===== src/rtl/wsb_pkg.sv =====
package wsb_pkg;

  // Controller phases: serving L2, draining lines to memory, fetching a missed line
  typedef enum logic [1:0] {
    WS_IDLE  = 2'd0,
    WS_DRAIN = 2'd1,
    WS_FETCH = 2'd2
  } wsb_state_e;

  function automatic int idx_bits(input int n);
    return (n > 1) ? $clog2(n) : 1;
  endfunction

endpackage


===== src/rtl/wsb_match.sv =====
module wsb_match #(
  parameter int LINES = 8,
  parameter int AW    = 26,
  parameter int IW    = 3
) (
  input  logic [LINES-1:0]         slot_valid,
  input  logic [LINES-1:0][AW-1:0] slot_tag,
  input  logic [AW-1:0]            key,
  output logic                     any_hit,
  output logic [IW-1:0]            hit_idx,
  output logic                     has_free,
  output logic [IW-1:0]            free_idx
);

  logic [LINES-1:0] match;

  for (genvar g = 0; g < LINES; g++) begin : g_cmp
    assign match[g] = slot_valid[g] && (slot_tag[g] == key);
  end

  // Lowest index wins for both encoders
  always_comb begin
    hit_idx  = '0;
    free_idx = '0;
    for (int i = LINES - 1; i >= 0; i--) begin
      if (match[i])       hit_idx  = IW'(i);
      if (!slot_valid[i]) free_idx = IW'(i);
    end
  end

  assign any_hit  = |match;
  assign has_free = ~&slot_valid;

endmodule


===== src/rtl/wsb_store.sv =====
module wsb_store #(
  parameter int LINES = 8,
  parameter int AW    = 26,
  parameter int DW    = 64,
  parameter int IW    = 3
) (
  input  logic                     clk,
  input  logic                     rst_n,
  input  logic                     wr_en,
  input  logic [IW-1:0]            wr_idx,
  input  logic [AW-1:0]            wr_tag,
  input  logic [DW-1:0]            wr_data,
  input  logic                     clr_all,
  output logic [LINES-1:0]         slot_valid,
  output logic [LINES-1:0]         slot_dirty,
  output logic [LINES-1:0][AW-1:0] slot_tag,
  output logic [LINES-1:0][DW-1:0] slot_data
);

  for (genvar g = 0; g < LINES; g++) begin : g_slot
    logic          v_q, d_q;
    logic [AW-1:0] t_q;
    logic [DW-1:0] x_q;
    logic          sel;

    assign sel = wr_en && (wr_idx == IW'(g));

    // A write to this slot wins over a clear in the same cycle
    always_ff @(posedge clk or negedge rst_n) begin
      if (!rst_n) begin
        v_q <= 1'b0;
        d_q <= 1'b0;
      end else if (sel) begin
        v_q <= 1'b1;
        d_q <= 1'b1;
      end else if (clr_all) begin
        v_q <= 1'b0;
        d_q <= 1'b0;
      end
    end

    always_ff @(posedge clk) begin
      if (sel) begin
        t_q <= wr_tag;
        x_q <= wr_data;
      end
    end

    assign slot_valid[g] = v_q;
    assign slot_dirty[g] = d_q;
    assign slot_tag[g]   = t_q;
    assign slot_data[g]  = x_q;
  end

endmodule


===== src/rtl/wsb_ctrl.sv =====
module wsb_ctrl
  import wsb_pkg::*;
#(
  parameter int LINES = 8,
  parameter int AW    = 26,
  parameter int DW    = 64,
  parameter int IW    = 3
) (
  input  logic                     clk,
  input  logic                     rst_n,
  input  logic                     req_valid,
  input  logic                     req_write,
  input  logic [AW-1:0]            req_addr,
  input  logic [DW-1:0]            req_wdata,
  output logic                     req_ready,
  output logic                     resp_valid,
  output logic                     resp_hit,
  output logic [DW-1:0]            resp_rdata,
  input  logic                     any_hit,
  input  logic [IW-1:0]            hit_idx,
  input  logic                     has_free,
  input  logic [IW-1:0]            free_idx,
  input  logic [LINES-1:0]         slot_valid,
  input  logic [LINES-1:0]         slot_dirty,
  input  logic [LINES-1:0][AW-1:0] slot_tag,
  input  logic [LINES-1:0][DW-1:0] slot_data,
  output logic                     st_wr_en,
  output logic [IW-1:0]            st_wr_idx,
  output logic [AW-1:0]            st_wr_tag,
  output logic [DW-1:0]            st_wr_data,
  output logic                     st_clr,
  output logic                     mem_wake,
  output logic                     mem_valid,
  output logic                     mem_write,
  output logic [AW-1:0]            mem_addr,
  output logic [DW-1:0]            mem_wdata,
  input  logic                     mem_ready,
  input  logic [DW-1:0]            mem_rdata
);

  localparam logic [IW-1:0] LAST = IW'(LINES - 1);

  wsb_state_e    st_q, st_d;
  logic [IW-1:0] ptr_q, ptr_d;
  logic          pw_q, pw_d;
  logic [AW-1:0] pa_q;
  logic [DW-1:0] pd_q;
  logic          cap_en;
  logic          rv_d, rh_q, rh_d;
  logic          rv_q;
  logic [DW-1:0] rdat_q, rdat_d;
  logic          rdat_en;
  logic          wb_need;

  always_comb begin
    st_d       = st_q;
    ptr_d      = ptr_q;
    pw_d       = pw_q;
    cap_en     = 1'b0;
    rv_d       = 1'b0;
    rh_d       = rh_q;
    rdat_d     = rdat_q;
    rdat_en    = 1'b0;
    req_ready  = 1'b0;
    wb_need    = 1'b0;
    mem_valid  = 1'b0;
    mem_write  = 1'b0;
    mem_addr   = pa_q;
    mem_wdata  = '0;
    st_wr_en   = 1'b0;
    st_wr_idx  = hit_idx;
    st_wr_tag  = req_addr;
    st_wr_data = req_wdata;
    st_clr     = 1'b0;

    unique case (st_q)
      WS_IDLE: begin
        req_ready = 1'b1;
        if (req_valid) begin
          if (req_write) begin
            if (any_hit) begin
              st_wr_en = 1'b1;
            end else if (has_free) begin
              st_wr_en  = 1'b1;
              st_wr_idx = free_idx;
            end else begin
              pw_d   = 1'b1;
              cap_en = 1'b1;
              ptr_d  = '0;
              st_d   = WS_DRAIN;
            end
          end else if (any_hit) begin
            rv_d    = 1'b1;
            rh_d    = 1'b1;
            rdat_d  = slot_data[hit_idx];
            rdat_en = 1'b1;
          end else begin
            pw_d   = 1'b0;
            cap_en = 1'b1;
            ptr_d  = '0;
            st_d   = WS_DRAIN;
          end
        end
      end
      WS_DRAIN: begin
        wb_need   = slot_valid[ptr_q] && slot_dirty[ptr_q];
        mem_valid = wb_need;
        mem_write = 1'b1;
        mem_addr  = slot_tag[ptr_q];
        mem_wdata = slot_data[ptr_q];
        if (!wb_need || mem_ready) begin
          if (ptr_q == LAST) begin
            st_clr = 1'b1;
            if (pw_q) begin
              st_wr_en   = 1'b1;
              st_wr_idx  = '0;
              st_wr_tag  = pa_q;
              st_wr_data = pd_q;
              st_d       = WS_IDLE;
            end else begin
              st_d = WS_FETCH;
            end
          end else begin
            ptr_d = ptr_q + 1'b1;
          end
        end
      end
      WS_FETCH: begin
        mem_valid = 1'b1;
        if (mem_ready) begin
          rv_d    = 1'b1;
          rh_d    = 1'b0;
          rdat_d  = mem_rdata;
          rdat_en = 1'b1;
          st_d    = WS_IDLE;
        end
      end
      default: st_d = WS_IDLE;
    endcase
  end

  always_ff @(posedge clk or negedge rst_n) begin
    if (!rst_n) begin
      st_q  <= WS_IDLE;
      ptr_q <= '0;
      pw_q  <= 1'b0;
      rv_q  <= 1'b0;
      rh_q  <= 1'b0;
    end else begin
      st_q  <= st_d;
      ptr_q <= ptr_d;
      pw_q  <= pw_d;
      rv_q  <= rv_d;
      rh_q  <= rh_d;
    end
  end

  always_ff @(posedge clk) begin
    if (cap_en) begin
      pa_q <= req_addr;
      pd_q <= req_wdata;
    end
    if (rdat_en) rdat_q <= rdat_d;
  end

  assign resp_valid = rv_q;
  assign resp_hit   = rh_q;
  assign resp_rdata = rdat_q;
  assign mem_wake   = (st_q != WS_IDLE);

endmodule


===== src/rtl/wsb_top.sv =====
module wsb_top
  import wsb_pkg::*;
#(
  parameter int LINES = 8,
  parameter int AW    = 26,
  parameter int DW    = 64
) (
  input  logic          clk,
  input  logic          rst_n,
  input  logic          req_valid,
  input  logic          req_write,
  input  logic [AW-1:0] req_addr,
  input  logic [DW-1:0] req_wdata,
  output logic          req_ready,
  output logic          resp_valid,
  output logic          resp_hit,
  output logic [DW-1:0] resp_rdata,
  output logic          mem_wake,
  output logic          mem_valid,
  output logic          mem_write,
  output logic [AW-1:0] mem_addr,
  output logic [DW-1:0] mem_wdata,
  input  logic          mem_ready,
  input  logic [DW-1:0] mem_rdata
);

  localparam int IW = idx_bits(LINES);

  // Reset: asserted asynchronously, released on the clock
  logic [1:0] rs_q;
  logic       rst_int_n;

  always_ff @(posedge clk or negedge rst_n) begin
    if (!rst_n) rs_q <= 2'b00;
    else        rs_q <= {rs_q[0], 1'b1};
  end
  assign rst_int_n = rs_q[1];

  logic [LINES-1:0]         slot_valid, slot_dirty;
  logic [LINES-1:0][AW-1:0] slot_tag;
  logic [LINES-1:0][DW-1:0] slot_data;
  logic                     lookup_hit, has_free;
  logic [IW-1:0]            hit_idx, free_idx;
  logic                     st_wr_en, st_clr;
  logic [IW-1:0]            st_wr_idx;
  logic [AW-1:0]            st_wr_tag;
  logic [DW-1:0]            st_wr_data;

  wsb_match #(.LINES(LINES), .AW(AW), .IW(IW)) u_match (
    .slot_valid (slot_valid),
    .slot_tag   (slot_tag),
    .key        (req_addr),
    .any_hit    (lookup_hit),
    .hit_idx    (hit_idx),
    .has_free   (has_free),
    .free_idx   (free_idx)
  );

  wsb_store #(.LINES(LINES), .AW(AW), .DW(DW), .IW(IW)) u_store (
    .clk        (clk),
    .rst_n      (rst_int_n),
    .wr_en      (st_wr_en),
    .wr_idx     (st_wr_idx),
    .wr_tag     (st_wr_tag),
    .wr_data    (st_wr_data),
    .clr_all    (st_clr),
    .slot_valid (slot_valid),
    .slot_dirty (slot_dirty),
    .slot_tag   (slot_tag),
    .slot_data  (slot_data)
  );

  wsb_ctrl #(.LINES(LINES), .AW(AW), .DW(DW), .IW(IW)) u_ctrl (
    .clk        (clk),
    .rst_n      (rst_int_n),
    .req_valid  (req_valid),
    .req_write  (req_write),
    .req_addr   (req_addr),
    .req_wdata  (req_wdata),
    .req_ready  (req_ready),
    .resp_valid (resp_valid),
    .resp_hit   (resp_hit),
    .resp_rdata (resp_rdata),
    .any_hit    (lookup_hit),
    .hit_idx    (hit_idx),
    .has_free   (has_free),
    .free_idx   (free_idx),
    .slot_valid (slot_valid),
    .slot_dirty (slot_dirty),
    .slot_tag   (slot_tag),
    .slot_data  (slot_data),
    .st_wr_en   (st_wr_en),
    .st_wr_idx  (st_wr_idx),
    .st_wr_tag  (st_wr_tag),
    .st_wr_data (st_wr_data),
    .st_clr     (st_clr),
    .mem_wake   (mem_wake),
    .mem_valid  (mem_valid),
    .mem_write  (mem_write),
    .mem_addr   (mem_addr),
    .mem_wdata  (mem_wdata),
    .mem_ready  (mem_ready),
    .mem_rdata  (mem_rdata)
  );

endmodule


===== config.mk =====
export PLATFORM = sky130hd
export DESIGN_NAME = wsb_top
export DESIGN_NICKNAME = d
export VERILOG_FILES = /design/src/rtl/wsb_pkg.sv /design/src/rtl/wsb_match.sv /design/src/rtl/wsb_store.sv /design/src/rtl/wsb_ctrl.sv /design/src/rtl/wsb_top.sv
export SDC_FILE = /design/constraint.sdc
export NUM_CORES = 2
export LEC_CHECK = 0
export ABC_CLOCK_PERIOD_IN_PS = 7060
export BUFFER_PORTS_ARGS = -buffer_cell sky130_fd_sc_hd__buf_4
export CAP_MARGIN = 20
export CORE_ASPECT_RATIO = 0.9
export CORE_UTILIZATION = 30
export DETAILED_ROUTE_END_ITERATION = 16
export GPL_TIMING_DRIVEN = 0
export PLACE_DENSITY = 0.49
export SLEW_MARGIN = 20
export SYNTH_ARGS = -nofsm -noshare
export SYNTH_HDL_FRONTEND = slang
export SYNTH_SLANG_ARGS = --single-unit

===== constraint.sdc =====
create_clock -name clk -period 7.06 [get_ports clk]
set_input_delay 0.706 -clock clk [delete_from_list [all_inputs] [get_ports clk]]
set_output_delay 0.706 -clock clk [all_outputs]
set_load 0.02 [all_outputs]

==> out/summary.txt <==
outcome -> completed
Final Max Tran Viols -> 0
largest area contributor in the netlist -> edfxtp_1
via/cell ratio -> 5.28
critical path capture point type -> primary output
slew margin rel. -> 0.202
largest cells by area after synthesis -> edfxtp_1 (63%), mux4_2 (9.8%), mux2i_1 (4.7%)
peak supply drop -> 0.175 mV
Seq cells post-synth -> 892
vias in the first global route -> 27400
Post-synth ARST share -> 0.0202
Finished Layout Cells -> 5170
GRT Residual Overflow -> 0
gr usage total -> 0.209
Reg clk slew, reported paths -> 0.06 ns
Final GP Congestion -> 0.957
pre-CTS setup slack -> 0.736 ns
min Tclk post-route -> 6.32 ns
total CTS buffers -> 101
main flop type after synthesis -> edfxtp_1
Leakage Power -> 16.6 nW
hold depth -> 1
final hold violations -> 0
Vias -> 27300
drt wl/cell -> 29.1 um
maxcap violations -> 0
R2R depth -> 13
Area Overhead vs Synth -> 22.7%
Max Buffers Root-to-Sink -> 3
cell area power density -> 318 nW/um2
CTS H-tree depth -> 3
hold_ws -> 0.156 ns
Inst Count DP -> 4977
Post-Synth XOR/XNOR Area -> 0.0450
Site Rows -> 129
mux cell area share after synthesis -> 0.172
Synth Area in Adders -> 0.00149
Yosys Warn Count -> 0
Hold Buf Count CTS -> 1
Layout Nets -> 3412
syn_area_per_cell -> 15.5 um2
final setup vio count -> 0
HP Class -> in -> reg
EDFF count, synth -> 874
Worst Path Arrival -> 5.61 ns
peak fanout along the critical path -> 10
Fillers -> 13100
Setup Skew -> 0.0515 ns
final worst-path cycle share -> 0.895
Compound-Gate Fraction of Synth Area -> 0.0607
DIE WIDTH -> 396 um
antenna violations before repair -> 7
Routed Wire Length -> 150 mm
synth unique cells -> 60
root buffer cell -> clkbuf_16
kind of critical path -> reg -> out
clock latency on the worst-skew pair -> 0.74 ns
clock sink total -> 892
buffers added on ports -> 318
Post-CTS Setup Bufs -> 0
io pins -> 319
final antenna-violating net count -> 0
Die Ht -> 356 um
initial cell density of the core -> 0.303
DRT iter0 DRCs -> 2695
core area -> 138000 um2
simple-gate portion of the synthesized area -> 0.0611
Cells after Synth -> 2708
Syn Nets -> 2872
slew at the pin closest to its max-slew limit -> 1.20 ns
maximum operating frequency -> 158 MHz
layout cells sized above 1 -> 0.301
first-pass GRT wire length -> 210 mm
area share of the largest cell type after synthesis -> 0.627
sequential-to-total area share from yosys stat -> 0.638
Die Area -> 141000 um2
cts repair resizes -> 0
Residual DRC -> 0
RSZ-0062 raised after global routing -> false
WP data required -> 6.35 ns
hpwl dp -> 111 mm
drt pass-1 iters -> 8
CTS tree -> done
largest family of logic cells by synthesized area -> multiplexers
largest net degree at the start of global routing -> 23
Final WS setup -> 0.741 ns
Worst setup SP type -> flop
Synth Cell Area -> 41900 um2
sequential cells by signal (all words and copies together) (netlist names), 2 cells and up:
signal and cells:
rs_q 2, u_ctrl.pa_q 26, u_ctrl.pd_q 64, u_ctrl.ptr_q 3
u_ctrl.resp_rdata 64, u_ctrl.st_q 2, u_store.g_slot.t_q 208, u_store.g_slot.v_q 8
u_store.g_slot.x_q 512
per-layer routing:
| metal | share of wire | global-route usage | routed length (um) | vias up |
|---|---|---|---|---|
| li1 | - | - | - | 11800 |
| met1 | 0.45 | 0.298 | 67700 | 14300 |
| met2 | 0.46 | 0.330 | 69800 | 986 |
| met3 | 0.062 | 0.0348 | 9290 | 184 |
| met4 | 0.024 | 0.0564 | 3600 | 8 |
| met5 | 0.00032 | 0 | 48 | - |
power by group:
part           leakage [nW]  switching (W)  internal (W)  total (W)
combinational          6.88        0.00305       0.00186    0.00491
sequential             8.11       0.000104       0.00612    0.00622
clock                  1.59        0.00223       0.00295    0.00518
final timing paths:
check                                           from                         to  slack (ns)
hold reg to reg                              rs_q[1]            u_ctrl.resp_hit        0.36
min in group asynchronous                      rst_n                    rs_q[0]        0.30
setup / recovery                     u_ctrl.ptr_q[1]               mem_addr[24]        0.74
max in group asynchronous                    rs_q[1]      u_store.g_slot[1].v_q        6.14
hold / removal                         req_wdata[48]            u_ctrl.pd_q[48]        0.16
setup reg to reg           u_store.g_slot[3].t_q[18]  u_store.g_slot[6].x_q[24]        1.36
logic make-up (layout without fill, tap and decap cells):
family	Yosys count	in the layout
AOI/OAI and AO/OA	380	380
xor gates and xnor gates	215	215
adders and majority gates	5	5
buffers and inverters	197	824
DFF	892	892
muxes	480	480
other	1	2
and+or+nand+nor	538	538
through the flow:
step / total power [W] / util / TNS (ns) / instance area (um2)
final: 0.0163 / 0.372 / 0 / 51300
after global placement: 0.0112 / 0.337 / -6988.18 / 46600
after detailed placement: 0.0113 / 0.348 / 0 / 48100
after CTS: 0.0165 / 0.372 / 0 / 51300
after global routing: 0.0169 / 0.372 / 0 / 51300
after floorplan: 0.00906 / - / -996.22 / 41900
synth_stat cells, drive strengths merged, types with 2 or more instances:
library cell,n
a311oi,2
xnor2,125
mux4,182
o22a,64
a31oi,89
mux2i,195
inv,10
and4,2
nand4,63
edfxtp,874
nor4,33
dfrtp,18
o21ai,3
xor2,90
nand2,224
nor2,107
mux2,103
nor3,17
ha,5
nand2b,2
and2,3
or2,58
nand3,10
and3,3
buf,80
or4,9
o211ai,64
a21oi,127
a221oi,2
o311ai,2
o31ai,12
clkbuf,107
or3,2
a21o,5
final cells by class:
cell class                 count  area [um2]  share of cell area
inverter                      10        37.5            0.000731
buffer                       187         888              0.0173
antenna                        1        2.50           0.0000487
timing repair buffer         437        3840              0.0747
clock inverter                68         564              0.0110
sequential                   892       26700               0.520
multi-input combinational   1619       14400               0.280
clock buffer                 122        2670              0.0520
tap                         1834        2290              0.0447
critical path, stage by stage, from the launching register on:
cell      delay [ns]
dfrtp_1         0.43
clkbuf_1        0.68
clkbuf_1        0.83
clkbuf_1        0.76
clkbuf_1        0.77
mux4_2          0.36
nand2_1         0.05
a31oi_1         0.72
buf_4           0.27
layout by cell type (no fill, tap or decap), drive strengths merged, types with 3 or more instances in the layout:
cell      n
edfxtp  874
buf     507
clkbuf  238
nand2   224
mux2i   195
mux4    182
a21oi   127
xnor2   125
nor2    107
mux2    103
xor2     90
a31oi    89
o211ai   64
o22a     64
nand4    63
or2      58
clkinv   56
nor4     33
dfrtp    18
nor3     17
inv      13
o31ai    12
nand3    10
or4       9
bufinv    7
a21o      5
ha        5
and3      3
and2      3
o21ai     3
Note: power is estimated with default switching activity, not from simulation.
